**config.mk**
```make
export PLATFORM = sky130hd
export DESIGN_NAME = xbus_cycle_ctrl
export DESIGN_NICKNAME = d
export VERILOG_FILES = /design/src/rtl/xbus_pkg.sv /design/src/rtl/xbus_decode.sv /design/src/rtl/xbus_seq.sv /design/src/rtl/xbus_iram.sv /design/src/rtl/xbus_cycle_ctrl.sv
export SDC_FILE = /design/constraint.sdc
export NUM_CORES = 2
export LEC_CHECK = 0
export BUFFER_PORTS_ARGS = -buffer_cell sky130_fd_sc_hd__buf_4
export CAP_MARGIN = 0
export CORE_MARGIN = 2
export CORE_UTILIZATION = 45
export DETAILED_ROUTE_END_ITERATION = 10
export PLACE_DENSITY = 0.57
export SLEW_MARGIN = 20
export SYNTH_ARGS = -nofsm -noshare
export SYNTH_HDL_FRONTEND = slang
export SYNTH_SLANG_ARGS = --single-unit
```
**constraint.sdc**
```tcl
create_clock -name clk -period 9.2 [get_ports clk]
set_input_delay 0.46 -clock clk [delete_from_list [all_inputs] [get_ports clk]]
set_output_delay 0.46 -clock clk [all_outputs]
set_load 0.005 [all_outputs]
```
**src/rtl/xbus_pkg.sv**
```systemverilog
package xbus_pkg;
  localparam int DW = 16;
  localparam int BW = 8;

  // Number of states in one byte cycle: 2, or 3 plus program waits.
  function automatic logic [2:0] cyc_states(input logic long_acc, input logic [1:0] wmode,
                                            input logic [1:0] wcnt);
    if (!long_acc) return 3'd2;
    if (wmode == 2'b01) return 3'd3;
    return 3'd3 + {1'b0, wcnt};
  endfunction

  function automatic logic [1:0] lane_be(input logic narrow, input logic word, input logic a0);
    if (narrow) return 2'b01;
    if (word) return 2'b11;
    return a0 ? 2'b01 : 2'b10;
  endfunction

  function automatic logic [DW-1:0] lane_dout(input logic narrow, input logic word, input logic a0,
                                              input logic [BW-1:0] b, input logic [DW-1:0] wd);
    if (narrow) return {{BW{1'b0}}, b};
    if (word) return wd;
    return a0 ? {{BW{1'b0}}, b} : {b, {BW{1'b0}}};
  endfunction
endpackage

```
**src/rtl/xbus_decode.sv**
```systemverilog
module xbus_decode #(
  parameter int AW        = 16,
  parameter int WIN_BASE  = 'hF000,
  parameter int WIN_BYTES = 'h0800,
  parameter int RAM_BYTES = 512,
  parameter int IW        = $clog2(RAM_BYTES / 2)
) (
  input  logic [AW-1:0] addr,
  input  logic          ram_en,
  output logic          is_int,
  output logic          is_rsv,
  output logic [IW-1:0] idx
);
  localparam logic [AW:0] WLO = (AW+1)'(WIN_BASE);
  localparam logic [AW:0] WHI = (AW+1)'(WIN_BASE + WIN_BYTES);
  localparam logic [AW:0] RLO = (AW+1)'(WIN_BASE + WIN_BYTES - RAM_BYTES);

  logic [AW:0] a_ext;
  logic [AW:0] off;

  always_comb begin
    a_ext  = {1'b0, addr};
    off    = a_ext - RLO;
    is_int = ram_en && (a_ext >= WLO) && (a_ext < WHI);
    is_rsv = a_ext < RLO;
    idx    = off[IW:1];
  end
endmodule

```
**src/rtl/xbus_seq.sv**
```systemverilog
module xbus_seq
  import xbus_pkg::*;
#(
  parameter int AW = 16
) (
  input  logic          clk,
  input  logic          rst,
  input  logic          start,
  input  logic          narrow,
  input  logic          long_acc,
  input  logic [1:0]    wmode,
  input  logic [1:0]    wcnt,
  input  logic [AW-1:0] addr,
  input  logic          write,
  input  logic          word,
  input  logic [DW-1:0] wdata,
  output logic          busy,
  output logic          done,
  output logic [DW-1:0] rdata,
  output logic          cyc,
  output logic [AW-1:0] baddr,
  output logic          rd_n,
  output logic          wr_n,
  output logic [1:0]    be,
  output logic          doe,
  output logic [DW-1:0] dout,
  input  logic [DW-1:0] din
);
  logic          l_narrow, l_write, l_word, l_split, l_second;
  logic [2:0]    l_nst, st;
  logic [DW-1:0] l_wdata;
  logic [AW-1:0] a_eff;
  logic [BW-1:0] b_in, b_out0;

  always_comb begin
    a_eff  = word ? {addr[AW-1:1], 1'b0} : addr;
    b_out0 = (narrow && word) ? wdata[DW-1:BW] : wdata[BW-1:0];
    b_in   = (l_narrow || baddr[0]) ? din[BW-1:0] : din[DW-1:BW];
  end

  always_ff @(posedge clk) begin
    if (rst) begin
      busy <= 1'b0; done <= 1'b0; rdata <= '0; cyc <= 1'b0; baddr <= '0;
      rd_n <= 1'b1; wr_n <= 1'b1; be <= 2'b00; doe <= 1'b0; dout <= '0;
      l_narrow <= 1'b0; l_write <= 1'b0; l_word <= 1'b0; l_split <= 1'b0;
      l_second <= 1'b0; l_nst <= 3'd3; st <= 3'd0; l_wdata <= '0;
    end else begin
      done <= 1'b0;
      if (!busy) begin
        if (start) begin
          busy     <= 1'b1;
          l_narrow <= narrow;
          l_write  <= write;
          l_word   <= word;
          l_split  <= narrow && word;
          l_second <= 1'b0;
          l_nst    <= cyc_states(long_acc, wmode, wcnt);
          l_wdata  <= wdata;
          st       <= 3'd1;
          cyc      <= 1'b1;
          baddr    <= a_eff;
          rd_n     <= 1'b1;
          wr_n     <= 1'b1;
          doe      <= 1'b0;
          be       <= lane_be(narrow, word, a_eff[0]);
          dout     <= lane_dout(narrow, word, a_eff[0], b_out0, wdata);
        end
      end else if (st != l_nst) begin
        st   <= st + 3'd1;
        rd_n <= l_write;
        wr_n <= !l_write;
        doe  <= l_write;
      end else begin
        if (l_split && !l_second) rdata[DW-1:BW] <= b_in;
        else if (l_split) rdata[BW-1:0] <= b_in;
        else if (!l_narrow && l_word) rdata <= din;
        else rdata <= {{BW{1'b0}}, b_in};
        rd_n <= 1'b1;
        wr_n <= 1'b1;
        doe  <= 1'b0;
        if (l_split && !l_second) begin
          l_second <= 1'b1;
          st       <= 3'd1;
          baddr    <= baddr | AW'(1);
          dout     <= {{BW{1'b0}}, l_wdata[BW-1:0]};
        end else begin
          busy <= 1'b0;
          cyc  <= 1'b0;
          done <= 1'b1;
        end
      end
    end
  end
endmodule

```
**src/rtl/xbus_iram.sv**
```systemverilog
module xbus_iram
  import xbus_pkg::*;
#(
  parameter int RAM_BYTES = 512,
  parameter int IW        = $clog2(RAM_BYTES / 2)
) (
  input  logic          clk,
  input  logic          rst,
  input  logic          start,
  input  logic          rsv,
  input  logic [IW-1:0] idx,
  input  logic          lane,
  input  logic          word,
  input  logic          write,
  input  logic [DW-1:0] wdata,
  output logic          busy,
  output logic          done,
  output logic [DW-1:0] rdata
);
  localparam int WORDS = RAM_BYTES / 2;

  logic [BW-1:0] m_hi [WORDS];
  logic [BW-1:0] m_lo [WORDS];
  logic [BW-1:0] q_hi, q_lo;
  logic [IW-1:0] l_idx;
  logic          l_rsv, l_lane, l_word, l_write;
  logic [DW-1:0] l_wdata;
  logic          we_hi, we_lo;

  always_comb begin
    we_hi = busy && l_write && !l_rsv && (l_word || !l_lane);
    we_lo = busy && l_write && !l_rsv && (l_word || l_lane);
  end

  always_ff @(posedge clk) begin
    if (we_hi) m_hi[l_idx] <= l_word ? l_wdata[DW-1:BW] : l_wdata[BW-1:0];
    if (busy) q_hi <= m_hi[l_idx];
  end

  always_ff @(posedge clk) begin
    if (we_lo) m_lo[l_idx] <= l_wdata[BW-1:0];
    if (busy) q_lo <= m_lo[l_idx];
  end

  always_ff @(posedge clk) begin
    if (rst) begin
      busy <= 1'b0; done <= 1'b0; l_idx <= '0; l_rsv <= 1'b0;
      l_lane <= 1'b0; l_word <= 1'b0; l_write <= 1'b0; l_wdata <= '0;
    end else begin
      done <= busy;
      if (busy) busy <= 1'b0;
      else if (start) begin
        busy    <= 1'b1;
        l_idx   <= idx;
        l_rsv   <= rsv;
        l_lane  <= lane;
        l_word  <= word;
        l_write <= write;
        l_wdata <= wdata;
      end
    end
  end

  always_comb begin
    if (l_rsv) rdata = '0;
    else if (l_word) rdata = {q_hi, q_lo};
    else rdata = {{BW{1'b0}}, l_lane ? q_lo : q_hi};
  end
endmodule

```
**src/rtl/xbus_cycle_ctrl.sv**
```systemverilog
module xbus_cycle_ctrl
  import xbus_pkg::*;
#(
  parameter int AW        = 16,
  parameter int WIN_BASE  = 'hF000,
  parameter int WIN_BYTES = 'h0800,
  parameter int RAM_BYTES = 512
) (
  input  logic          clk,
  input  logic          rst,
  input  logic          cfg_narrow,
  input  logic          cfg_long,
  input  logic [1:0]    cfg_wmode,
  input  logic [1:0]    cfg_wcnt,
  input  logic          ram_en,
  input  logic          req_valid,
  output logic          req_ready,
  input  logic [AW-1:0] req_addr,
  input  logic          req_write,
  input  logic          req_word,
  input  logic [DW-1:0] req_wdata,
  output logic          done,
  output logic [DW-1:0] rdata,
  output logic          bus_cyc,
  output logic [AW-1:0] bus_addr,
  output logic          bus_rd_n,
  output logic          bus_wr_n,
  output logic [1:0]    bus_be,
  output logic          bus_doe,
  output logic [DW-1:0] bus_dout,
  input  logic [DW-1:0] bus_din
);
  localparam int IW = $clog2(RAM_BYTES / 2);

  logic          is_int, is_rsv, accept;
  logic [IW-1:0] idx;
  logic          seq_busy, seq_done, ram_busy, ram_done;
  logic [DW-1:0] seq_rdata, ram_rdata;

  xbus_decode #(.AW(AW), .WIN_BASE(WIN_BASE), .WIN_BYTES(WIN_BYTES),
                .RAM_BYTES(RAM_BYTES), .IW(IW)) u_dec (
    .addr(req_addr), .ram_en(ram_en), .is_int(is_int), .is_rsv(is_rsv), .idx(idx));

  always_comb begin
    req_ready = !seq_busy && !ram_busy;
    accept    = req_valid && req_ready;
  end

  xbus_seq #(.AW(AW)) u_seq (
    .clk(clk), .rst(rst), .start(accept && !is_int), .narrow(cfg_narrow),
    .long_acc(cfg_long), .wmode(cfg_wmode), .wcnt(cfg_wcnt), .addr(req_addr),
    .write(req_write), .word(req_word), .wdata(req_wdata), .busy(seq_busy),
    .done(seq_done), .rdata(seq_rdata), .cyc(bus_cyc), .baddr(bus_addr),
    .rd_n(bus_rd_n), .wr_n(bus_wr_n), .be(bus_be), .doe(bus_doe),
    .dout(bus_dout), .din(bus_din));

  xbus_iram #(.RAM_BYTES(RAM_BYTES), .IW(IW)) u_ram (
    .clk(clk), .rst(rst), .start(accept && is_int), .rsv(is_rsv), .idx(idx),
    .lane(req_addr[0]), .word(req_word), .write(req_write), .wdata(req_wdata),
    .busy(ram_busy), .done(ram_done), .rdata(ram_rdata));

  always_comb begin
    done  = seq_done || ram_done;
    rdata = ram_done ? ram_rdata : seq_rdata;
  end
endmodule

```
### Word-level counts from Yosys, hierarchy flattened

Memory sizes are Yosys's and may differ from the RTL's. A register that Yosys moved wholly into a read port is not among the register bits.
Index checks and enable logic that the tools add are counted.

* latch bits: 0
* input port bits: 60
* word-level logic and storage cells: 162
* bits in read-only memories: 0
* bits in registers: 105
* bits in writable memories: 4096
* output and inout port bits: 56
* memories kept: 2

* bitwise logic cells: 4
* equality and inequality tests: 7
* shifts and indexed selects: 0
* magnitude comparators: 3
* div/mod/pow operators: 0
* $mul: 0
* add/subtract/negate cells: 3
* muxes and demuxes: 80
* reduce and logical (&&, ||, !) cells: 35

Memories
* u_ram.m_hi: words 256, width 8, read ports 1, clocked after Yosys merged registers in 1, write ports 1, RTL line xbus_iram.sv:22 `logic [BW-1:0] m_hi [WORDS];`
* u_ram.m_lo: words 256, width 8, read ports 1, clocked after Yosys merged registers in 1, write ports 1, RTL line xbus_iram.sv:23 `logic [BW-1:0] m_lo [WORDS];`

Operators by type and width (number)
* 16-bit 2-to-1 mux: 16
* 8-bit 2-to-1 mux: 7
* 1-bit 2-to-1 mux: 44
* 16-bit less-than comparator, second input constant: 2
* 3-bit 2-to-1 mux: 8
* 16-bit greater-or-equal comparator, second input constant: 1
* 1-bit logical AND: 13
* 3-bit AND reduction: 4
* 2-bit 2-to-1 mux: 5
* 9-bit by 1-bit subtractor with 9-bit output, second input constant: 1
* 1-bit zero test: 8
* 2-bit inequality test, second input constant: 4
* 2-bit AND reduction: 3
* 1-bit logical OR: 4
* 1-bit NOT: 4
* 2-bit by 2-bit adder with 3-bit output, first input constant: 1
* 3-bit by 1-bit adder with 3-bit output, second input constant: 1
* 3-bit inequality test: 1
* 3-bit inequality test, second input constant: 1
* 3-bit OR reduction: 1
* 2-bit by 1-bit equality test with 1-bit output, second input constant: 1
* 2-bit nonzero test: 1
* 2-bit OR reduction: 1

### Logic depth before layout (Yosys ltp)

* depth after elaboration: 16
* gate-level depth with buffers: 9

### Cells and area by module

A second synthesis with hierarchy kept.

* cell total of the unflattened synthesis: 7633
* area, all modules: 161625.0 um2

Modules (own cells, without submodules)
* xbus_iram: cells each 7206, instances 1, sequential area each 124079.0 um2, area each 157891.4 um2
* xbus_seq: cells each 393, instances 1, sequential area each 1501.4 um2, area each 3374.5 um2
* xbus_cycle_ctrl: cells each 22, instances 1, sequential area each 0.0 um2, area each 274.0 um2
* xbus_decode: cells each 12, instances 1, sequential area each 0.0 um2, area each 85.1 um2

### Worst setup path before layout

No wires, ideal clock.

* kind: register to register
* from: register u_ram.l_wdata[0]
* to: memory u_ram.m_hi[0][0] (data pin)
* arrival time: 5714 ps
* clock period less this slack: 6269 ps
* cell stages (with the launch flop): 2
* library setup time: 555 ps
* buffers on the path: 0
* path slack: 2931 ps
* data required time: 8645 ps
* path through: dfxtp_1 > mux2_2

* word-level cells in the longest chain between the ends: 1

RTL lines
* start: declaration: RTL line xbus_iram.sv:27 `logic [DW-1:0] l_wdata;`
* start signal: assignment: RTL line xbus_iram.sv:59 `l_wdata <= wdata;`
* 8-bit 2-to-1 mux: RTL line xbus_iram.sv:36 `if (we_hi) m_hi[l_idx] <= l_word ? l_wdata[DW-1:BW] : l_wdata[BW-1:0];`
* end: declaration: RTL line xbus_iram.sv:22

No other way between the ends.

==> metrics.txt <==
CTS tree=done; syn_nets=between 7000 and 8000; CTS buffer count=430; worst hold path type=input pin to register; die area=363000 um2; Initial Util=0.453; CP Depth=8; VDD IR-drop max=approximately 0.00015 V; Clk Tree Root Cell=clkbuf_16; CTS sink cnt=about 4200; Pre-antenna DRT Iters=8; cell with the most instances after synthesis=edfxtp_1; sequential area share after synthesis=0.779; TNS Setup=0 ns; Post-Route WL=~420000 um; Final Hold Viols=0; Post-DP Area=between 150000 and 200000 um2; initial antenna violation count=18; WL/cell=around 32 um; slowest cell on the critical path=o41ai_1; I/O Buffers=around 120; GRT Overall Usage=0.227; share of layout cells above drive strength 1=0.243; Post-CTS Repair Setup Buffers=0; EDFF count, synth=4112; max-cap viol count=0; clk_lat worst skew=1.00 ns; nets@finish=between 7000 and 8000; synth unique cells=between 40 and 50; biggest area consumer among synthesized cells=edfxtp_1; CTS Buffer Depth=4; DR vias/cell=6.11; WHS Path Cells=6; Crit. End Element=register; CTS H-tree lvls=5; # IOs=about 120; worst-margin pin slew=approximately 1.2 ns; Final Power=38.1 mW; FF+latch count, synth=~4200; clk_skew=about 0.090 ns; ys flop type=edfxtp_1; Syn Inst Count=7626; asr flop ratio synth=0; Final min period=roughly 4.8 ns; area delta synth->final=13.1%; HPWL Detailed=239000 um; Syn Std Cell Area=161000 um2; vias in the first global route=a little over 80000; cells along the critical path=buf_12 > buf_12 > mux4_2 > a22oi_1 > a21oi_1 > o41ai_1 > buf_4 > nand4_1; fin crit share=0.522; Die H=between 600 and 700 um; crit-path most repeated cell=buf_12; Leak=approximately 64 nW; # setup viols final=0; Core ar.=356000 um2; most frequent cells after synthesis=edfxtp_1 (4112), mux4_2 (1024), nor2_1 (563); FMAX=roughly 210 MHz; CP max stage delay=between 0.7 and 0.8 ns; Slew Limit Fails=0; critical path class=register to register; Area contributors post-synth=edfxtp_1 (77%), mux4_2 (14%), a22oi_1 (2.4%); Final Cell Area=~180000 um2; DRC violations left=0; num rows=219; via total after detailed routing=79700; post-synth top area share=0.766; first-pass GRT wire length=roughly 600000 um; headroom to the max-slew limit=0.210; Top delay family on crit path=buffers and inverters; Routed Antenna Nets=0; CP required=roughly 9.8 ns; Worst Path Buf+Inv=3; Die Width=~600 um; syn_area_per_cell=approximately 21 um2; Power Density=209 nW/um2; RSZ-0062 raised after global routing=no; GPL Wtd Cong=approximately 0.80; Clock transition at path regs=0.06 ns; worst r2r path cells=8; outcome=finished, final reports clean; Ys Warns=0; WHS=slightly below 0.1 ns; initial DRC count=between 9000 and 10000; Crit Path Max Fanout=96; CP startpoint kind=register; largest net degree at the start of global routing=a little under 200; overflow left after global routing=0; Arrival @ worst endpoint=around 5.4 ns; Fillers=between 20000 and 30000
worst min-delay path: stages:
cell	delay, ns
buf_4	0.11
inv_1	0.05
ha_1	0.12
nand4_1	0.11
o21ai_0	0.10
nand2b_1	0.05
placed cells by master, fill, tap and decap left out, types with 25 or more instances in the layout:
cell type,count
bufinv_16,36
clkbuf_16,436
mux4_2,1024
nor3_1,25
clkinv_2,86
o41ai_1,44
clkinv_1,102
nand2_1,129
a211oi_1,25
clkbuf_1,94
a21oi_1,334
edfxtp_1,4112
nor2_1,557
dlygate4sd3_1,66
a22oi_1,521
dfxtp_1,94
buf_4,270
metal layers:
layer	part of all wire	wire length (um)	GRT usage
met4	0.027	11400	0.0606
met5	0.00013	54	0
met2	0.47	197000	0.357
met3	0.085	35300	0.0460
met1	0.41	173000	0.327
where the power goes:
part | total, mW | switching [mW] | internal, mW
sequential | 20.8 | 0.0181 | 20.8
combinational | 0.234 | 0.137 | 0.0974
clock | 17.0 | 7.32 | 9.72
total | 38.1 | 7.48 | 30.6
sequential cells by signal (all words and copies together) (netlist names), 2 cells and up:
signal         flops
u_ram.m_lo      2048
u_seq.baddr       16
u_seq.st           3
u_seq.rdata       16
u_seq.l_wdata      8
u_seq.be           2
u_seq.dout        16
u_ram.q_lo         8
u_ram.l_wdata     16
u_ram.q_hi         8
u_seq.l_nst        3
u_ram.l_idx        8
u_ram.m_hi      2048
path summary, 6_finish.rpt:
path,startpoint,to,slack [ns]
worst max-delay path,u_ram.l_idx[0],u_ram.q_lo[6],4.40
worst min-delay path,cfg_wcnt[0],u_seq.l_nst[1],0.1
worst max register to register,u_ram.l_idx[0],u_ram.q_lo[6],4.40
worst min register to register,u_seq.l_wdata[1],u_seq.l_wdata[1],0.46
cells by family (layout without fill, tap and decap cells):
family	count (synthesis)	count (layout)	share of synthesized area
buffers and inverters	529	1178	0.0139
flip-flops	4217	4217	0.779
XOR/XNOR	3	3	0.000163
adder cells (fa/ha/maj)	2	2	0.000155
AND/OR/NAND/NOR	837	837	0.0211
multiplexers	1049	1049	0.145
other	0	12	0
AO/OA/AOI/OAI	989	989	0.0411
timing repair:
item	4_1_cts	5_1_grt
hold buffers	66	0
gates resized for setup	0	0
hold endpoints to repair	87	0
per-stage QoR:
step | std cells | utilization | setup WS [ns]
floorplan | 7626 | - | 2.93
detailed placement | 12200 | 0.472 | 4.35
CTS | 13000 | 0.512 | 4.40
global route | 13000 | 0.512 | 4.21
finish | 13000 | 0.512 | 4.40
global placement | 12200 | 0.471 | 3.63
cell type report:
| class | count | area, um2 | share of cell area |
|---|---|---|---|
| multi-input combinational | 2880 | 33900 | 0.186 |
| timing repair buffer | 359 | 3140 | 0.0172 |
| tap | 4751 | 5940 | 0.0326 |
| inverter | 21 | 78.8 | 0.000432 |
| antenna | 12 | 30.0 | 0.000165 |
| clock inverter | 266 | 2370 | 0.0130 |
| clock buffer | 532 | 11300 | 0.0619 |
| sequential | 4217 | 126000 | 0.689 |
(Power assumes the default switching activity.)
